## src/rtl/pcs_pkg.sv

```systemverilog
package pcs_pkg;

    typedef enum logic [1:0] {
        ST_IDLE    = 2'd0,
        ST_PUSH    = 2'd1,
        ST_POP     = 2'd2,
        ST_POP_END = 2'd3
    } seq_state_e;

endpackage

```

## src/rtl/pcs_pc.sv

```systemverilog
module pcs_pc #(
    parameter int PC_W = 16
) (
    input  logic            clk,
    input  logic            rst_n,
    input  logic            adv_i,
    input  logic            two_word_i,
    input  logic            load_i,
    input  logic [PC_W-1:0] load_val_i,
    output logic [PC_W-1:0] pc_o,
    output logic [PC_W-1:0] pc_plus_o
);

    typedef struct packed {
        logic [PC_W-1:0] pc;
    } pc_regs_t;

    pc_regs_t r_d, r_q;
    logic [PC_W-1:0] len;

    always_comb begin
        r_d       = r_q;
        len       = two_word_i ? PC_W'(2) : PC_W'(1);
        pc_plus_o = r_q.pc + len;
        if (load_i) begin
            r_d.pc = load_val_i;
        end else if (adv_i) begin
            r_d.pc = pc_plus_o;
        end
    end

    always_ff @(posedge clk) begin
        if (!rst_n) begin
            r_q.pc <= '0;
        end else begin
            r_q <= r_d;
        end
    end

    assign pc_o = r_q.pc;

    // a step without a load moves by the encoded length
    p_step_len_r2: assert property (@(posedge clk) disable iff (!rst_n)
        (adv_i && !load_i && !two_word_i) |=> (r_q.pc == $past(r_q.pc) + PC_W'(1)));

endmodule

```

## src/rtl/pcs_sp.sv

```systemverilog
module pcs_sp #(
    parameter int             SP_W   = 16,
    parameter logic [SP_W-1:0] SP_TOP = 16'h0FFF
) (
    input  logic            clk,
    input  logic            rst_n,
    input  logic            inc_i,
    input  logic            dec_i,
    input  logic            wr_lo_i,
    input  logic            wr_hi_i,
    input  logic [7:0]      wdata_i,
    output logic [SP_W-1:0] sp_o
);

    localparam int HI_W = SP_W - 8;

    typedef struct packed {
        logic [SP_W-1:0] sp;
    } sp_regs_t;

    sp_regs_t r_d, r_q;

    always_comb begin
        r_d = r_q;
        if (dec_i) begin
            r_d.sp = r_q.sp - SP_W'(1);
        end else if (inc_i) begin
            r_d.sp = r_q.sp + SP_W'(1);
        end else begin
            if (wr_lo_i) begin
                r_d.sp[7:0] = wdata_i;
            end
            if (wr_hi_i) begin
                r_d.sp[SP_W-1:8] = wdata_i[HI_W-1:0];
            end
        end
    end

    always_ff @(posedge clk) begin
        if (!rst_n) begin
            r_q.sp <= SP_TOP;
        end else begin
            r_q <= r_d;
        end
    end

    assign sp_o = r_q.sp;

    // every saved byte moves the pointer one step down
    p_push_dec_r4: assert property (@(posedge clk) disable iff (!rst_n)
        dec_i |=> (r_q.sp == $past(r_q.sp) - SP_W'(1)));

    // every restored byte moves the pointer one step up
    p_pop_inc_r6: assert property (@(posedge clk) disable iff (!rst_n)
        (inc_i && !dec_i) |=> (r_q.sp == $past(r_q.sp) + SP_W'(1)));

endmodule

```

## src/rtl/pcs_seq.sv

```systemverilog
module pcs_seq
    import pcs_pkg::*;
#(
    parameter int PC_W = 16,
    parameter int SP_W = 16
) (
    input  logic            clk,
    input  logic            rst_n,
    input  logic            irq_i,
    input  logic            call_i,
    input  logic            ret_i,
    input  logic            reti_i,
    input  logic            jump_i,
    input  logic            step_i,
    input  logic [PC_W-1:0] pc_i,
    input  logic [PC_W-1:0] pc_plus_i,
    input  logic [PC_W-1:0] target_i,
    input  logic [PC_W-1:0] vector_i,
    input  logic [SP_W-1:0] sp_i,
    input  logic [7:0]      rdata_i,
    output logic            busy_o,
    output logic            pc_adv_o,
    output logic            pc_load_o,
    output logic [PC_W-1:0] pc_load_val_o,
    output logic            sp_inc_o,
    output logic            sp_dec_o,
    output logic            mem_we_o,
    output logic            mem_re_o,
    output logic [SP_W-1:0] mem_addr_o,
    output logic [7:0]      mem_wdata_o,
    output logic            reti_pulse_o
);

    localparam int BYTES = (PC_W + 7) / 8;
    localparam int BUF_W = BYTES * 8;
    localparam int CNT_W = (BYTES > 1) ? $clog2(BYTES) : 1;
    localparam logic [CNT_W-1:0] LAST = CNT_W'(BYTES - 1);

    typedef struct packed {
        seq_state_e       st;
        logic [CNT_W-1:0] cnt;
        logic [BUF_W-1:0] data;
        logic [PC_W-1:0]  tgt;
        logic             is_reti;
        logic             pulse;
    } seq_regs_t;

    seq_regs_t r_d, r_q;
    logic [BUF_W-1:0] shifted;
    logic [BUF_W-1:0] out_shift;

    always_comb begin
        r_d           = r_q;
        r_d.pulse     = 1'b0;
        pc_adv_o      = 1'b0;
        pc_load_o     = 1'b0;
        pc_load_val_o = target_i;
        sp_inc_o      = 1'b0;
        sp_dec_o      = 1'b0;
        mem_we_o      = 1'b0;
        mem_re_o      = 1'b0;
        mem_addr_o    = sp_i;
        shifted       = {r_q.data[BUF_W-9:0], rdata_i};
        out_shift     = r_q.data >> {r_q.cnt, 3'b000};
        mem_wdata_o   = out_shift[7:0];

        case (r_q.st)
            ST_IDLE: begin
                if (irq_i) begin
                    r_d.data = BUF_W'(pc_i);
                    r_d.tgt  = vector_i;
                    r_d.cnt  = '0;
                    r_d.st   = ST_PUSH;
                end else if (call_i) begin
                    r_d.data = BUF_W'(pc_plus_i);
                    r_d.tgt  = target_i;
                    r_d.cnt  = '0;
                    r_d.st   = ST_PUSH;
                end else if (ret_i || reti_i) begin
                    r_d.is_reti = !ret_i;
                    r_d.cnt     = '0;
                    r_d.st      = ST_POP;
                end else if (jump_i) begin
                    pc_load_o     = 1'b1;
                    pc_load_val_o = target_i;
                end else if (step_i) begin
                    pc_adv_o = 1'b1;
                end
            end
            ST_PUSH: begin
                mem_we_o   = 1'b1;
                mem_addr_o = sp_i;
                sp_dec_o   = 1'b1;
                if (r_q.cnt == LAST) begin
                    pc_load_o     = 1'b1;
                    pc_load_val_o = r_q.tgt;
                    r_d.st        = ST_IDLE;
                end else begin
                    r_d.cnt = r_q.cnt + CNT_W'(1);
                end
            end
            ST_POP: begin
                mem_re_o   = 1'b1;
                mem_addr_o = sp_i + SP_W'(1);
                sp_inc_o   = 1'b1;
                if (r_q.cnt != '0) begin
                    r_d.data = shifted;
                end
                if (r_q.cnt == LAST) begin
                    r_d.st = ST_POP_END;
                end else begin
                    r_d.cnt = r_q.cnt + CNT_W'(1);
                end
            end
            ST_POP_END: begin
                pc_load_o     = 1'b1;
                pc_load_val_o = PC_W'(shifted);
                r_d.pulse     = r_q.is_reti;
                r_d.st        = ST_IDLE;
            end
            default: r_d.st = ST_IDLE;
        endcase
    end

    always_ff @(posedge clk) begin
        if (!rst_n) begin
            r_q.st      <= ST_IDLE;
            r_q.cnt     <= '0;
            r_q.data    <= '0;
            r_q.tgt     <= '0;
            r_q.is_reti <= 1'b0;
            r_q.pulse   <= 1'b0;
        end else begin
            r_q <= r_d;
        end
    end

    assign busy_o       = (r_q.st != ST_IDLE);
    assign reti_pulse_o = r_q.pulse;

    // at most one memory access per cycle
    p_one_access_r11: assert property (@(posedge clk) disable iff (!rst_n)
        !(mem_we_o && mem_re_o));

    // writes address the current stack pointer
    p_push_addr_r11: assert property (@(posedge clk) disable iff (!rst_n)
        mem_we_o |-> (mem_addr_o == sp_i));

    // the re-enable pulse lasts one cycle
    p_pulse_single_r7: assert property (@(posedge clk) disable iff (!rst_n)
        reti_pulse_o |=> !reti_pulse_o);

    // idle sequencer issues no memory traffic
    p_idle_quiet_r1: assert property (@(posedge clk) disable iff (!rst_n)
        !busy_o |-> !(mem_we_o || mem_re_o));

endmodule

```

## src/rtl/pc_stack_unit.sv

```systemverilog
module pc_stack_unit #(
    parameter int              PC_W   = 16,
    parameter int              SP_W   = 16,
    parameter logic [SP_W-1:0] SP_TOP = 16'h0FFF
) (
    input  logic            clk,
    input  logic            rst_n,
    input  logic            step_i,
    input  logic            two_word_i,
    input  logic            jump_i,
    input  logic            call_i,
    input  logic            ret_i,
    input  logic            reti_i,
    input  logic            irq_i,
    input  logic [PC_W-1:0] target_i,
    input  logic [PC_W-1:0] vector_i,
    input  logic            sp_wr_lo_i,
    input  logic            sp_wr_hi_i,
    input  logic [7:0]      sp_wdata_i,
    input  logic [7:0]      mem_rdata_i,
    output logic [PC_W-1:0] pc_o,
    output logic [SP_W-1:0] sp_o,
    output logic            busy_o,
    output logic            irq_en_o,
    output logic [SP_W-1:0] mem_addr_o,
    output logic            mem_we_o,
    output logic            mem_re_o,
    output logic [7:0]      mem_wdata_o
);

    logic            pc_adv;
    logic            pc_load;
    logic [PC_W-1:0] pc_load_val;
    logic [PC_W-1:0] pc_plus;
    logic            sp_inc;
    logic            sp_dec;
    logic            io_lo;
    logic            io_hi;

    assign io_lo = sp_wr_lo_i && !busy_o;
    assign io_hi = sp_wr_hi_i && !busy_o;

    pcs_seq #(
        .PC_W (PC_W),
        .SP_W (SP_W)
    ) u_seq (
        .clk           (clk),
        .rst_n         (rst_n),
        .irq_i         (irq_i),
        .call_i        (call_i),
        .ret_i         (ret_i),
        .reti_i        (reti_i),
        .jump_i        (jump_i),
        .step_i        (step_i),
        .pc_i          (pc_o),
        .pc_plus_i     (pc_plus),
        .target_i      (target_i),
        .vector_i      (vector_i),
        .sp_i          (sp_o),
        .rdata_i       (mem_rdata_i),
        .busy_o        (busy_o),
        .pc_adv_o      (pc_adv),
        .pc_load_o     (pc_load),
        .pc_load_val_o (pc_load_val),
        .sp_inc_o      (sp_inc),
        .sp_dec_o      (sp_dec),
        .mem_we_o      (mem_we_o),
        .mem_re_o      (mem_re_o),
        .mem_addr_o    (mem_addr_o),
        .mem_wdata_o   (mem_wdata_o),
        .reti_pulse_o  (irq_en_o)
    );

    pcs_pc #(
        .PC_W (PC_W)
    ) u_pc (
        .clk        (clk),
        .rst_n      (rst_n),
        .adv_i      (pc_adv),
        .two_word_i (two_word_i),
        .load_i     (pc_load),
        .load_val_i (pc_load_val),
        .pc_o       (pc_o),
        .pc_plus_o  (pc_plus)
    );

    pcs_sp #(
        .SP_W   (SP_W),
        .SP_TOP (SP_TOP)
    ) u_sp (
        .clk     (clk),
        .rst_n   (rst_n),
        .inc_i   (sp_inc),
        .dec_i   (sp_dec),
        .wr_lo_i (io_lo),
        .wr_hi_i (io_hi),
        .wdata_i (sp_wdata_i),
        .sp_o    (sp_o)
    );

    // program counter holds while a sequence runs, except on its final step
    p_pc_hold_r9: assert property (@(posedge clk) disable iff (!rst_n)
        (busy_o && !pc_load) |=> $stable(pc_o));

    // pointer writes from software have no effect during a sequence
    p_sp_io_ignored_r9: assert property (@(posedge clk) disable iff (!rst_n)
        (busy_o && !mem_we_o && !mem_re_o) |=> $stable(sp_o));

    // an idle jump lands on its target
    p_jump_r3: assert property (@(posedge clk) disable iff (!rst_n)
        (!busy_o && jump_i && !irq_i && !call_i && !ret_i && !reti_i)
        |=> (pc_o == $past(target_i)));

endmodule

```

## config.mk

```make
export PLATFORM = sky130hd
export DESIGN_NAME = pc_stack_unit
export DESIGN_NICKNAME = d
export VERILOG_FILES = /design/src/rtl/pcs_pkg.sv /design/src/rtl/pcs_pc.sv /design/src/rtl/pcs_sp.sv /design/src/rtl/pcs_seq.sv /design/src/rtl/pc_stack_unit.sv
export SDC_FILE = /design/constraint.sdc
export NUM_CORES = 1
export LEC_CHECK = 0
export BUFFER_PORTS_ARGS = -buffer_cell sky130_fd_sc_hd__buf_2
export CORE_MARGIN = 2
export CORE_UTILIZATION = 50
export DETAILED_ROUTE_END_ITERATION = 7
export PLACE_DENSITY = 0.88
export SETUP_SLACK_MARGIN = 0.5
export SLEW_MARGIN = 20
export SYNTH_ARGS = -nofsm -noshare
export SYNTH_HDL_FRONTEND = slang
export SYNTH_SLANG_ARGS = --single-unit
```

## constraint.sdc

```tcl
create_clock -name clk -period 2 [get_ports clk]
set_input_delay 0.1 -clock clk [delete_from_list [all_inputs] [get_ports clk]]
set_output_delay 0.1 -clock clk [all_outputs]
set_load 0.01 [all_outputs]
```

; ---- After elaboration in Yosys (flattened, before gate mapping)
; Index checks and enable logic that the tools add are counted.
[word_totals]
register_bits = 69
latchBits = 0
mem_bits_rw = 0
rom_bits = 0
inputBits = 59
output_inout_bits = 60
word_cells = 78
n_memories = 0
[classes]
n_addsub = 4
mul = 0
div = 0
order_cmp = 0
eq_ne = 7
shifts = 1
mux = 35
n_bitwise = 2
n_reduce_logical = 20
[ops]
columns = op, n
row1 = $mux 16, 7
row2 = $pmux 16 s2, 2
row3 = $mux 35, 1
row4 = $mux 32, 1
row5 = $add 16x1->16 const B, 1
row6 = $add 16x16->16, 1
row7 = $mux 8, 2
row8 = $shr 16x4->8, 1
row9 = $sub 16x1->16 const B, 1
row10 = $mux 1, 14
row11 = $reduce_bool 2->1, 5
row12 = $pmux 2 s4, 1
row13 = $mux 2, 3
row14 = $mux 3, 2
row15 = $reduce_and 2->1, 3
row16 = $reduce_and 3->1, 2
row17 = $reduce_bool 3->1, 2
row18 = $eq 2x2->1 const B, 2
row19 = $ne 2x1->1 const B, 2
row20 = $ne 4x3->1 const B, 1
row21 = $reduce_and 4->1, 1
row22 = $ne 3x3->1 const B, 1
row23 = $pmux 1 s3, 1
row24 = $eq 2x1->1 const B, 1
row25 = 8 further kinds, 11

; ---- Depth between registers and ports, before layout
[logic_depth]
ltp_word = 8
depth_mapped = 10
mapped_depth_nobuf = 9

; ---- Cells and area by module
; Synthesis repeated with hierarchy kept, for this count alone.
[unflattened]
hier_cells = 663
area_unflattened_um2 = 5353.9
[modules_own_cells]
columns = module, instances, cells_each, area_per_inst_um2, seq_area_each_um2
row1 = pcs_seq, 1, 291, 2591.2, 740.7
row2 = pcs_sp, 1, 223, 1584.0, 320.3
row3 = pcs_pc, 1, 147, 1166.1, 320.3
row4 = pc_stack_unit, 1, 2, 12.5, 0.0

; ---- Least setup slack after synthesis
; OpenSTA, ideal clock, no wires.
[synth_timing]
path_kind = register to register
from = register u_pc.r_q (netlist bit u_pc.pc_o[0])
to = register u_pc.r_q (netlist bit u_pc.pc_o[12])
setup_ns = 0.116
t_arrival_ns = 2.148
required_time_ns = 1.884
slack_ns = -0.264
path_stages_with_launch = 9
path_buffers = 0
synth_period_minus_slack_ns = 2.264
cell_sequence = dfxtp_1 ha_1 inv_1 fa_1 nand4b_2 nor4_1 nand2_1 xnor2_1 o211a_1
[synth_via]
elab_chain_len = 3
[synth_rtl]
columns = item, line
row1 = start: declaration, pcs_pc.sv:18  ; pc_regs_t r_d, r_q;
row2 = start signal: assignment, pcs_pc.sv:36  ; r_q <= r_d;
row3 = $add 16x16->16, pcs_pc.sv:24  ; pc_plus_o = r_q.pc + len;
row4 = $mux 16, pcs_pc.sv:27  ; end else if (adv_i) begin
row5 = $mux 16, pcs_pc.sv:25  ; if (load_i) begin
; Every way passes these cells. The select of a mux whose other input is x is not followed.
; A chain may end at the register's enable or synchronous reset.

; ---- Final worst setup path
[layout_timing]
from = register u_seq.r_q[35] in the netlist's numbering
to = register u_pc.r_q (netlist bit u_pc.pc_o[1])
[layout_via]
elab_chain_len = 3
elab_cells_between_ends = 8
classes_between = eq/ne: 2 / mux: 4 / reduce/logical: 2
[layout_rtl]
columns = item, line
row1 = start: declaration, pcs_seq.sv:48  ; seq_regs_t r_d, r_q;
row2 = start signal: assignment, pcs_seq.sv:134  ; r_q <= r_d;
row3 = "$eq 2x2->1, or another cell as far along", pcs_seq.sv:67  ; case (r_q.st)
row4 = "$pmux 1 s3, or another cell as far along", pcs_seq.sv:67
row5 = $mux 16 / $reduce_bool 2->1 (equally long branches), -
; Several ways; a longest one is shown, not always the timed one.

==> impl_metrics.csv <==
group,metric,value,unit
outcome,status,"complete, but fails checks",
outcome,violations,"negative setup slack",
floorplanning,die_height,106,um
routing,drt_wl_total,27300,um
synth,syn-cell-area,0.00515,sq mm
floorplanning,die_x,106,um
cells_and_area,fin_nets,960,
power_and_ir_drop,p_total,14.0,mW
power_and_ir_drop,p_leak,3.92,nW
clock_network,clkTransAtPathRegs,0.08,ns
clock_network,cts_buffer_depth,2,
timing,max_clock_freq,0.472,GHz
floorplanning,rows,37,
routing,via_count,7137,
synth,synthArstFlopShare,0,%
place,dp_cells,887,
routing,drt-initial-drc-count,889,
setup_path,worstSetupStartpointType,"register",
floorplanning,io_pins,119,
routing,dr.pass1.iters,6,
synth,seq_area_frac_synth,26.8,%
global_routing,grt-ovfl-total,0,
timing,slew_headroom,45.9,%
clock_network,cts_tree,"built",
global_routing,grt_pass1_vias,6670,
place,place_hpwl,12500,um
setup_path,slowest_stage,"dfxtp_4",
global_routing,grt_pass1_wl,34200,um
routing,drt.antenna.violating_nets,0,
floorplanning,initial_core_util,50.6,%
timing,finClkSkew,0.00904,ns
place,portBuffers,118,
synth,synth_top_area_share,26.8,%
floorplanning,core_area,0.0102,sq mm
worst_hold_path,hp-start,"reti_i",
routing,wire_per_inst,26.4,um
timing,setup_ws,-0.118,ns
setup_path,r2r_slack,-0.12,ns
power_and_ir_drop,vdd_drop_max,1.14,mV
synth,synth_cell_type_count,72,
synth,yosysTopAreaCell,"dfxtp_1",
synth,synth-edff-count,0,
setup_path,crit_path_frequent_cell,"buf_6",
synth,synth_area_leaders,"dfxtp_1, mux2_2, xnor2_1",
worst_hold_path,min-delay-path-class,"in2reg",
power_and_ir_drop,p_per_area,1550,mW/mm^2
clock_network,cts.sinks,69,
clock_network,h-tree-depth,3,
setup_path,worstSetupStartpoint,"u_seq.r_q[35]",
setup_path,worstPathRequired,2.25,ns
cells_and_area,fillers,441,
timing,period_needed,2.12,ns
setup_path,crit_path_max_fanout,4,
synth,ys_warn_count,0,
synth,synthFlopType,"dfxtp_1",
global_routing,grt_usage,39.1,%
cells_and_area,stdcell_count,1032,
floorplanning,dieArea,0.0111,sq mm
job,cap_violations,0,
timing,slew_violations,0,
global_routing,grt_max_degree,46,
clock_network,root_buffer,"clkbuf_8",
synth,synth_nets,714,
setup_path,cp_cell_sequence,"inv_4 -> buf_6 -> ha_4 -> nor3b_4 -> buf_6 -> buf_4 -> nand3_2 -> nor2_2 -> a211oi_2 -> a311oi_1",
cells_and_area,drive_above_1_share,60.3,%
cells_and_area,antennaDiodeCount,0,
timing,hold_viol_final,0,
timing,fin_crit_sh,106,%
synth,yosys_register_bits,69,
setup_path,critical_path.max_stage_delay,0.36,ns
setup_path,r2r_start,"u_seq.r_q[35]",
timing,tightest_slew,0.811,ns
synth,syn_inst,646,
setup_path,path_class,"reg2reg",
synth,syn_area_per_cell,7.98,sq um
place,gp_congestion,0.992,
setup_path,worst_ep_arrival_time,2.37,ns
timing,finalSetupViolCount,20,
global_routing,antenna_found_initial,0,
routing,drc,0,
routing,vias_per_cell,6.92,
cells_and_area,area_growth,74.3,%
setup_path,endpoint_kind,"register",
clock_network,cts_buffers,9,
clock_network,insertion_delay,0.37,ns
timing,rsz0062_at_grt,"true",
-- critical path: cells and delay by family (launching register included) --
kind / cells / cell delay, ns
AO/OA/AOI/OAI: 2 / 0.32
adder cells (fa/ha/maj): 1 / 0.13
AND/OR/NAND/NOR: 3 / 0.70
flip-flops: 1 / 0.36
buffers and inverters: 4 / 0.48
-- kinds of logic after synthesis --
logic type      synth area share [%]
compound gates                  21.6
mux                             10.2
buf+inv                         6.38
flops                           26.8
simple gates                    24.4
xor+xnor                        8.33
fa+ha+maj                       2.33
-- power by group --
group / internal, mW / switching [mW] / leakage [nW]
Sequential: 1.92 / 0.729 / 0.570
Combinational: 5.00 / 5.13 / 3.25
Clock: 0.584 / 0.611 / 0.0994
Total: 7.50 / 6.47 / 3.92
-- layer usage --
metal  GRT usage [%]  wire length (um)  share of wire (%)
met1            42.9              9010                 33
met2            66.0             12800                 47
met3            7.30              2750                 10
met4            30.7              2690                9.9
met5               0                 0                  0
-- area by class of cell --
class	instances	area [sq um]	area share, %
Clock buffer	12	176	1.96
Clock inverter	3	17.5	0.195
Inverter	14	63.8	0.710
Multi-Input combinational cell	504	4700	52.3
Sequential cell	69	1440	16.0
Tap cell	136	170	1.89
Timing Repair Buffer	294	2410	26.9
-- timing repair --
item | CTS | global route
resized for setup | 180 | 151
setup endpoints to repair | 89 | 94
cloned | 8 | 2
pin swaps | 66 | 66
endpoints found under the hold margin | 1 | 0
setup buffers | 82 | 37
hold buffers | 1 | 0
-- worst paths after layout --
kind	cells after the start	endpoint
hold reg to reg	2	u_seq.r_q[26]
setup reg to reg	10	u_pc.pc_o[1]
hold / removal	3	u_seq.r_q[1]
setup / recovery	10	u_pc.pc_o[1]
-- sequential cells by signal, summed over array words and instances (netlist names) --
name	flops
u_seq.r_q	36
u_pc.pc_o	16
u_sp.sp_o	16
u_seq.reti_pulse_o	1
-- synth_stat cells, drive strengths merged, types with 6 or more instances --
cell type  instances
dfxtp             69
nor2              58
nand2             53
nand3             39
xnor2             32
buf               30
clkbuf            30
mux2              29
a21oi             27
a211oi            24
o21ai             23
mux2i             20
xor2              17
a22oi             16
inv               14
nor3              14
nand4             13
and3              11
o211a             11
nand2b             9
nor2b              9
ha                 8
nor4               7
o2111ai            6
-- through the flow --
| step | instance area [sq um] | utilization, % | TNS (ns) | setup WS (ns) | hold WS (ns) |
|---|---|---|---|---|---|
| after floorplan | 5520 | - | 0 | 0.0408 | 0.197 |
| after CTS | 7970 | 78.3 | 0 | 0.0204 | 0.0655 |
| after global routing | 8980 | 88.2 | -2.32 | -0.152 | 0.0926 |
| after detailed placement | 6270 | 61.5 | -0.106 | -0.0745 | 0.305 |
| after global placement | 6270 | 61.5 | 0 | 0.0589 | 0.303 |
| final | 8980 | 88.2 | -0.847 | -0.118 | 0.0720 |
-- cell usage in the layout (no fill, tap or decap), types with 6 or more instances in the layout --
master	count
buf_2	118
a21oi_2	7
a22oi_1	16
o21ai_2	8
xnor2_2	13
a211oi_2	20
buf_12	12
nand3_4	6
nand2b_1	6
a21oi_1	14
xnor2_1	19
buf_4	96
ha_4	8
dfxtp_1	51
xor2_1	17
nor3_4	7
a21oi_4	6
and3_1	6
o211a_1	11
nand3_2	8
nand4_1	13
nand3_1	26
mux2i_1	20
buf_6	60
nor2_4	28
o21ai_1	11
nand2_1	41
nor2b_1	6
nand2_4	9
dfxtp_4	15
clkbuf_8	11
inv_1	8
mux2_2	26
nor2_1	26
Note: power is estimated with default switching activity, not from simulation.
